## src/rtl/xfer_fifo_pkg.sv

```systemverilog
package xfer_fifo_pkg;
  // Strobes issued by the control module to the storage datapath
  typedef struct packed {
    logic txPush;
    logic txPop;
    logic rxPush;
    logic rxPop;
    logic flush;
  } fifoStrobes_t;
endpackage

```

## src/rtl/xfer_fifo_datapath.sv

```systemverilog
module xfer_fifo_datapath
  import xfer_fifo_pkg::*;
#(
  parameter int DATA_W = 32,
  parameter int DEPTH  = 4,
  localparam int PTR_W = (DEPTH > 1) ? $clog2(DEPTH) : 1,
  localparam int LVL_W = $clog2(DEPTH + 1)
) (
  input  logic              clk,
  input  logic              rstN,
  input  fifoStrobes_t      strobes,
  input  logic [DATA_W-1:0] txWrData,
  input  logic [DATA_W-1:0] rxWrData,
  output logic [DATA_W-1:0] txHead,
  output logic [DATA_W-1:0] rxHead,
  output logic [LVL_W-1:0]  txLevel,
  output logic [LVL_W-1:0]  rxLevel
);
  // Index 0 is the transmit direction, index 1 the receive direction
  logic              pushV [2];
  logic              popV  [2];
  logic [DATA_W-1:0] inData [2];
  logic [DATA_W-1:0] headV [2];
  logic [LVL_W-1:0]  lvlV  [2];

  assign pushV[0]  = strobes.txPush;
  assign popV[0]   = strobes.txPop;
  assign inData[0] = txWrData;
  assign pushV[1]  = strobes.rxPush;
  assign popV[1]   = strobes.rxPop;
  assign inData[1] = rxWrData;

  for (genvar g = 0; g < 2; g++) begin : gDir
    logic [DATA_W-1:0] mem [DEPTH];
    logic [PTR_W-1:0]  wrPtr;
    logic [PTR_W-1:0]  rdPtr;
    logic [LVL_W-1:0]  count;

    function automatic logic [PTR_W-1:0] nextPtr(input logic [PTR_W-1:0] p);
      return (p == PTR_W'(DEPTH - 1)) ? '0 : p + PTR_W'(1);
    endfunction

    always_ff @(posedge clk or negedge rstN) begin
      if (!rstN) begin
        wrPtr <= '0;
        rdPtr <= '0;
        count <= '0;
      end else if (strobes.flush) begin
        wrPtr <= '0;
        rdPtr <= '0;
        count <= '0;
      end else begin
        if (pushV[g]) wrPtr <= nextPtr(wrPtr);
        if (popV[g])  rdPtr <= nextPtr(rdPtr);
        case ({pushV[g], popV[g]})
          2'b10:   count <= count + LVL_W'(1);
          2'b01:   count <= count - LVL_W'(1);
          default: count <= count;
        endcase
      end
    end

    always_ff @(posedge clk) begin
      if (pushV[g] && !strobes.flush) mem[wrPtr] <= inData[g];
    end

    assign headV[g] = mem[rdPtr];
    assign lvlV[g]  = count;
  end

  assign txHead  = headV[0];
  assign rxHead  = headV[1];
  assign txLevel = lvlV[0];
  assign rxLevel = lvlV[1];
endmodule

```

## src/rtl/xfer_fifo_ctrl.sv

```systemverilog
module xfer_fifo_ctrl
  import xfer_fifo_pkg::*;
#(
  parameter int DEPTH = 4,
  localparam int LVL_W = $clog2(DEPTH + 1)
) (
  input  logic             clk,
  input  logic             rstN,
  input  logic             busWrEn,
  input  logic             busRdEn,
  input  logic             engPull,
  input  logic             engPush,
  input  logic             clearFifos,
  input  logic             dbgClrWr,
  input  logic [1:0]       dbgClrData,
  input  logic [LVL_W-1:0] txLevel,
  input  logic [LVL_W-1:0] rxLevel,
  output fifoStrobes_t     strobes,
  output logic             txFull,
  output logic             txEmpty,
  output logic             rxFull,
  output logic             rxEmpty,
  output logic [1:0]       dbgFlags
);
  logic overflowHit;
  logic underflowHit;
  logic [1:0] clrMask;

  assign txFull  = (txLevel == LVL_W'(DEPTH));
  assign txEmpty = (txLevel == '0);
  assign rxFull  = (rxLevel == LVL_W'(DEPTH));
  assign rxEmpty = (rxLevel == '0);

  always_comb begin
    strobes        = '0;
    strobes.flush  = clearFifos;
    strobes.txPush = busWrEn && !txFull  && !clearFifos;
    strobes.txPop  = engPull && !txEmpty && !clearFifos;
    strobes.rxPush = engPush && !rxFull  && !clearFifos;
    strobes.rxPop  = busRdEn && !rxEmpty && !clearFifos;
  end

  // Errors are judged on the queue state seen in the access cycle
  assign overflowHit  = busWrEn && txFull;
  assign underflowHit = busRdEn && rxEmpty;
  assign clrMask      = dbgClrWr ? dbgClrData : 2'b00;

  always_ff @(posedge clk or negedge rstN) begin
    if (!rstN) begin
      dbgFlags <= '0;
    end else begin
      dbgFlags[0] <= (dbgFlags[0] && !clrMask[0]) || overflowHit;
      dbgFlags[1] <= (dbgFlags[1] && !clrMask[1]) || underflowHit;
    end
  end
endmodule

```

## src/rtl/xfer_fifo_pair.sv

```systemverilog
module xfer_fifo_pair
  import xfer_fifo_pkg::*;
#(
  parameter int DATA_W = 32,
  parameter int DEPTH  = 4,
  localparam int LVL_W = $clog2(DEPTH + 1)
) (
  input  logic              clk,
  input  logic              rstN,
  input  logic              busWrEn,
  input  logic [DATA_W-1:0] busWrData,
  input  logic              busRdEn,
  output logic [DATA_W-1:0] busRdData,
  input  logic              engPull,
  output logic [DATA_W-1:0] engPullData,
  input  logic              engPush,
  input  logic [DATA_W-1:0] engPushData,
  input  logic              clearFifos,
  input  logic              dbgClrWr,
  input  logic [1:0]        dbgClrData,
  output logic              txFull,
  output logic              txEmpty,
  output logic [LVL_W-1:0]  txLevel,
  output logic              rxFull,
  output logic              rxEmpty,
  output logic [LVL_W-1:0]  rxLevel,
  output logic [1:0]        dbgFlags
);
  fifoStrobes_t strobes;

  xfer_fifo_ctrl #(.DEPTH(DEPTH)) u_ctrl (
    .clk        (clk),
    .rstN       (rstN),
    .busWrEn    (busWrEn),
    .busRdEn    (busRdEn),
    .engPull    (engPull),
    .engPush    (engPush),
    .clearFifos (clearFifos),
    .dbgClrWr   (dbgClrWr),
    .dbgClrData (dbgClrData),
    .txLevel    (txLevel),
    .rxLevel    (rxLevel),
    .strobes    (strobes),
    .txFull     (txFull),
    .txEmpty    (txEmpty),
    .rxFull     (rxFull),
    .rxEmpty    (rxEmpty),
    .dbgFlags   (dbgFlags)
  );

  xfer_fifo_datapath #(.DATA_W(DATA_W), .DEPTH(DEPTH)) u_dp (
    .clk      (clk),
    .rstN     (rstN),
    .strobes  (strobes),
    .txWrData (busWrData),
    .rxWrData (engPushData),
    .txHead   (engPullData),
    .rxHead   (busRdData),
    .txLevel  (txLevel),
    .rxLevel  (rxLevel)
  );
endmodule

```

## config.mk

```make
export PLATFORM = sky130hd
export DESIGN_NAME = xfer_fifo_pair
export DESIGN_NICKNAME = d
export VERILOG_FILES = /design/src/rtl/xfer_fifo_pkg.sv /design/src/rtl/xfer_fifo_datapath.sv /design/src/rtl/xfer_fifo_ctrl.sv /design/src/rtl/xfer_fifo_pair.sv
export SDC_FILE = /design/constraint.sdc
export NUM_CORES = 1
export LEC_CHECK = 0
export BUFFER_PORTS_ARGS = -buffer_cell sky130_fd_sc_hd__clkbuf_2
export CAP_MARGIN = 20
export CORE_MARGIN = 1.5
export CORE_UTILIZATION = 45
export CTS_BUF_LIST = sky130_fd_sc_hd__clkbuf_4 sky130_fd_sc_hd__clkbuf_8
export CTS_CLUSTER_SIZE = 12
export DETAILED_ROUTE_END_ITERATION = 7
export MAX_ROUTING_LAYER = met4
export PLACE_DENSITY = 0.69
export SYNTH_ARGS = -nofsm -noshare
export SYNTH_HDL_FRONTEND = slang
export SYNTH_SLANG_ARGS = --single-unit
```

## constraint.sdc

```tcl
create_clock -name clk -period 2.3 [get_ports clk]
set_input_delay 0.115 -clock clk [delete_from_list [all_inputs] [get_ports clk]]
set_output_delay 0.115 -clock clk [all_outputs]
set_load 0.005 [all_outputs]
```

==> summary.txt <==
Yosys
  • Mapped Nets: 559
  • Syn Inst Count: 474
  • Synth Area in XOR/XNOR: 0.005025
  • Largest family of logic cells by synthesized area: multiplexers
  • Post-synthesis cell area: 10,460 um2
  • Ys async rst share: 0.05882
  • Sequential cell area fraction in the yosys report: 0.7733
  • Simple-gate portion of the synthesized area: 0.02596
  • Post-synth top area share: 0.7350
  • Synth unique cells: 41
  • Leading register cell type out of synthesis: edfxtp_1
  • Synth Warn #: 0
  • Number of synthesized flops with an enable pin: 256
  • Post-synth top area cell: edfxtp_1
  • Syn Area/Cell: 22.06 um2
  • Synth top area cells: edfxtp_1 74%, mux4_2 14%, dfrtp_1 3.8%
  • Post-synthesis compound-gate area fraction: 0.02225
  • FF+latch count, synth: 272
  • Post-synthesis adder-cell area fraction: 0.01460
  • Mux cell area share after synthesis: 0.1407

Place
  • Detailed Place HPWL: 11.55 mm
  • Port buffer count: 149
  • Cells after DPL: 901
  • Cell Area, Placed: 11,670 um2
  • GPL Wtd Cong: 0.7680

Clock tree
  • Clock H-tree levels: 2
  • CTS buffer count: 43
  • Clk sinks: 272
  • Maximum root-to-sink buffer count: 3
  • Clock Tree Root: clkbuf_8
  • Clock transition at path regs: 60 ps
  • Clk Latency, worst-skew pair: 540 ps
  • Setup bufs post-CTS: 0
  • CTS tree: done

Die
  • Starting Density: 0.4606
  • # IOs: 150
  • Die H: 155.5 um
  • Die X: 155.5 um
  • Site Rows: 55
  • Die area: 24,160 um2
  • Core area: 22,710 um2

Timing
  • RSZ-0062 raised after global routing: true
  • Fin. max-slew vios: 0
  • Fin Setup TNS: 0 ps
  • Worst Tran Pin Value: 503.6 ps
  • Relative slew slack: 0.6643
  • Final hold violation count: 0
  • Final Critical Period: 2196 ps
  • Crit share post-route: 0.9547
  • # setup viols final: 0
  • Worst Skew: 14.08 ps
  • Max Fclk: 455.4 MHz

Critical path
  • Worst Path Required: 2750 ps
  • Crit Path Class: register to register
  • Arrival time of the worst setup path: 2640 ps
  • CP startpoint kind: register
  • Critical Path End Type: register
  • CP max FO: 4

Cells and area
  • Most frequent cells in the layout: 256 x edfxtp_1, 149 x clkbuf_2, 74 x dlygate4sd3_1
  • Final std cells w/o fill: 1,051
  • Number of inserted diodes: 0
  • Leading cell type in the layout, fill and taps excluded: edfxtp_1
  • Fill cells: 1,690
  • Nets: 820
  • Fraction of layout cells with a size suffix above 1: 0.3982
  • Area growth from synthesis to layout: 26.67%
  • Final Instance Area: 13,250 um2

Global route
  • Number of global-route vias before repair: 5,934
  • First-pass GRT wire length: 30.94 mm
  • Total grt overflow: 0
  • Antenna violations before repair: 0
  • Largest net degree at the start of global routing: 36
  • Total track usage: 0.1724

Routing
  • DR vias/cell: 5.246
  • Routed WL: 19.51 mm
  • ANT nets after route: 0
  • Detailed-route wire length per cell: 18.57 um
  • DRC: 0
  • Detailed-route via count: 5,514
  • Initial detailed-routing violation count: 476
  • DR pass1 iterations: 4

Hold path
  • Worst hold path class: primary input to register

Run
  • Max Cap Viol: 0

Power
  • LEAKAGE: 4.674 nW
  • Pwr/cell area: 821.8 nW/um2
  • Worst vdd ir: 0.6253 mV

Outcome
  • Outcome: finished clean
## flip-flops by register name, indices dropped and copies added, names as in the netlist
name	flops
u_dp.gDir.wrPtr	4
u_dp.gDir.rdPtr	4
u_dp.txLevel	3
u_ctrl.dbgFlags	2
u_dp.rxLevel	3
u_dp.gDir.mem	256
## per-stage QoR
step	setup slack (ps)	hold slack (ps)	util	power [mW]
floorplan	82.15	-180.6	-	6.498
global placement	134.1	71.83	0.5138	6.969
detailed placement	45.58	76.21	0.5138	7.018
CTS	31.21	7.017	0.5829	11.03
global route	-3.603	55.39	0.5834	11.37
finish	104.1	42.81	0.5834	10.89
## cell families after synthesis
logic type	count (synthesis)
flops	272
xor+xnor	6
mux	67
buf+inv	32
simple gates	53
fa+ha+maj	11
compound gates	33
## final cells by class
| type | instances | area, um2 | share of cell area |
|---|---|---|---|
| tap | 285 | 356.6 | 0.02692 |
| timing repair buffer | 243 | 1762 | 0.1330 |
| clock inverter | 20 | 126.4 | 0.009539 |
| sequential | 272 | 8092 | 0.6108 |
| inverter | 5 | 18.77 | 0.001417 |
| clock buffer | 56 | 701.9 | 0.05298 |
| multi-input combinational | 170 | 2191 | 0.1654 |
## path summary, 6_finish.rpt
| check | from | to | slack [ps] | depth (start not counted) |
|---|---|---|---|---|
| worst max register to register | u_dp.txLevel[0] | u_dp.txLevel[2] | 100 | 8 |
| min in group asynchronous | rstN | u_ctrl.dbgFlags[1] | 80 | 2 |
| worst min-delay path | busRdEn | u_ctrl.dbgFlags[1] | 40 | 2 |
| worst min register to register | u_ctrl.dbgFlags[1] | u_ctrl.dbgFlags[1] | 500 | 1 |
| worst max-delay path | u_dp.txLevel[0] | u_dp.txLevel[2] | 100 | 8 |
| max in group asynchronous | rstN | u_dp.gDir[1].rdPtr[0] | 1890 | 2 |
## cells in the mapped netlist, types with 5 or more instances
library cell	n
edfxtp_1	256
buf_2	11
nand2b_1	5
dfrtp_1	16
o21ai_0	7
buf_4	9
and2_1	10
nor2_1	14
a21oi_1	5
ha_1	9
nand2_1	10
mux4_2	64
inv_1	5
## critical path, cell delays in order (launching register included)
cell and delay [ps]:
dfrtp_1 370, or2_2 340, o21ai_2 150, a211oi_1 80, fa_1 430, or3_1 320
a21oi_1 170, o21ai_1 90, a31oi_1 170
## power breakdown
part | internal, mW | leakage [nW] | switching, mW
sequential | 5.61 | 2.53 | 0.0595
clock | 2.11 | 0.437 | 1.76
combinational | 0.703 | 1.70 | 0.638
## per-layer routing
layer  track usage  vias up  part of all wire
li1              -     2482                 -
met1        0.2085     2818              0.41
met4       0.06077        0             0.023
met2        0.2881      176              0.51
met5             -        -                 0
met3       0.03816       38             0.054
## repair_timing
action	4_1_cts	5_1_grt
hold endpoints to repair	282	0
setup endpoints to repair	0	4
resized for setup	0	5
hold buffers	74	0
No activity file was read; power rests on OpenSTA's default activity.
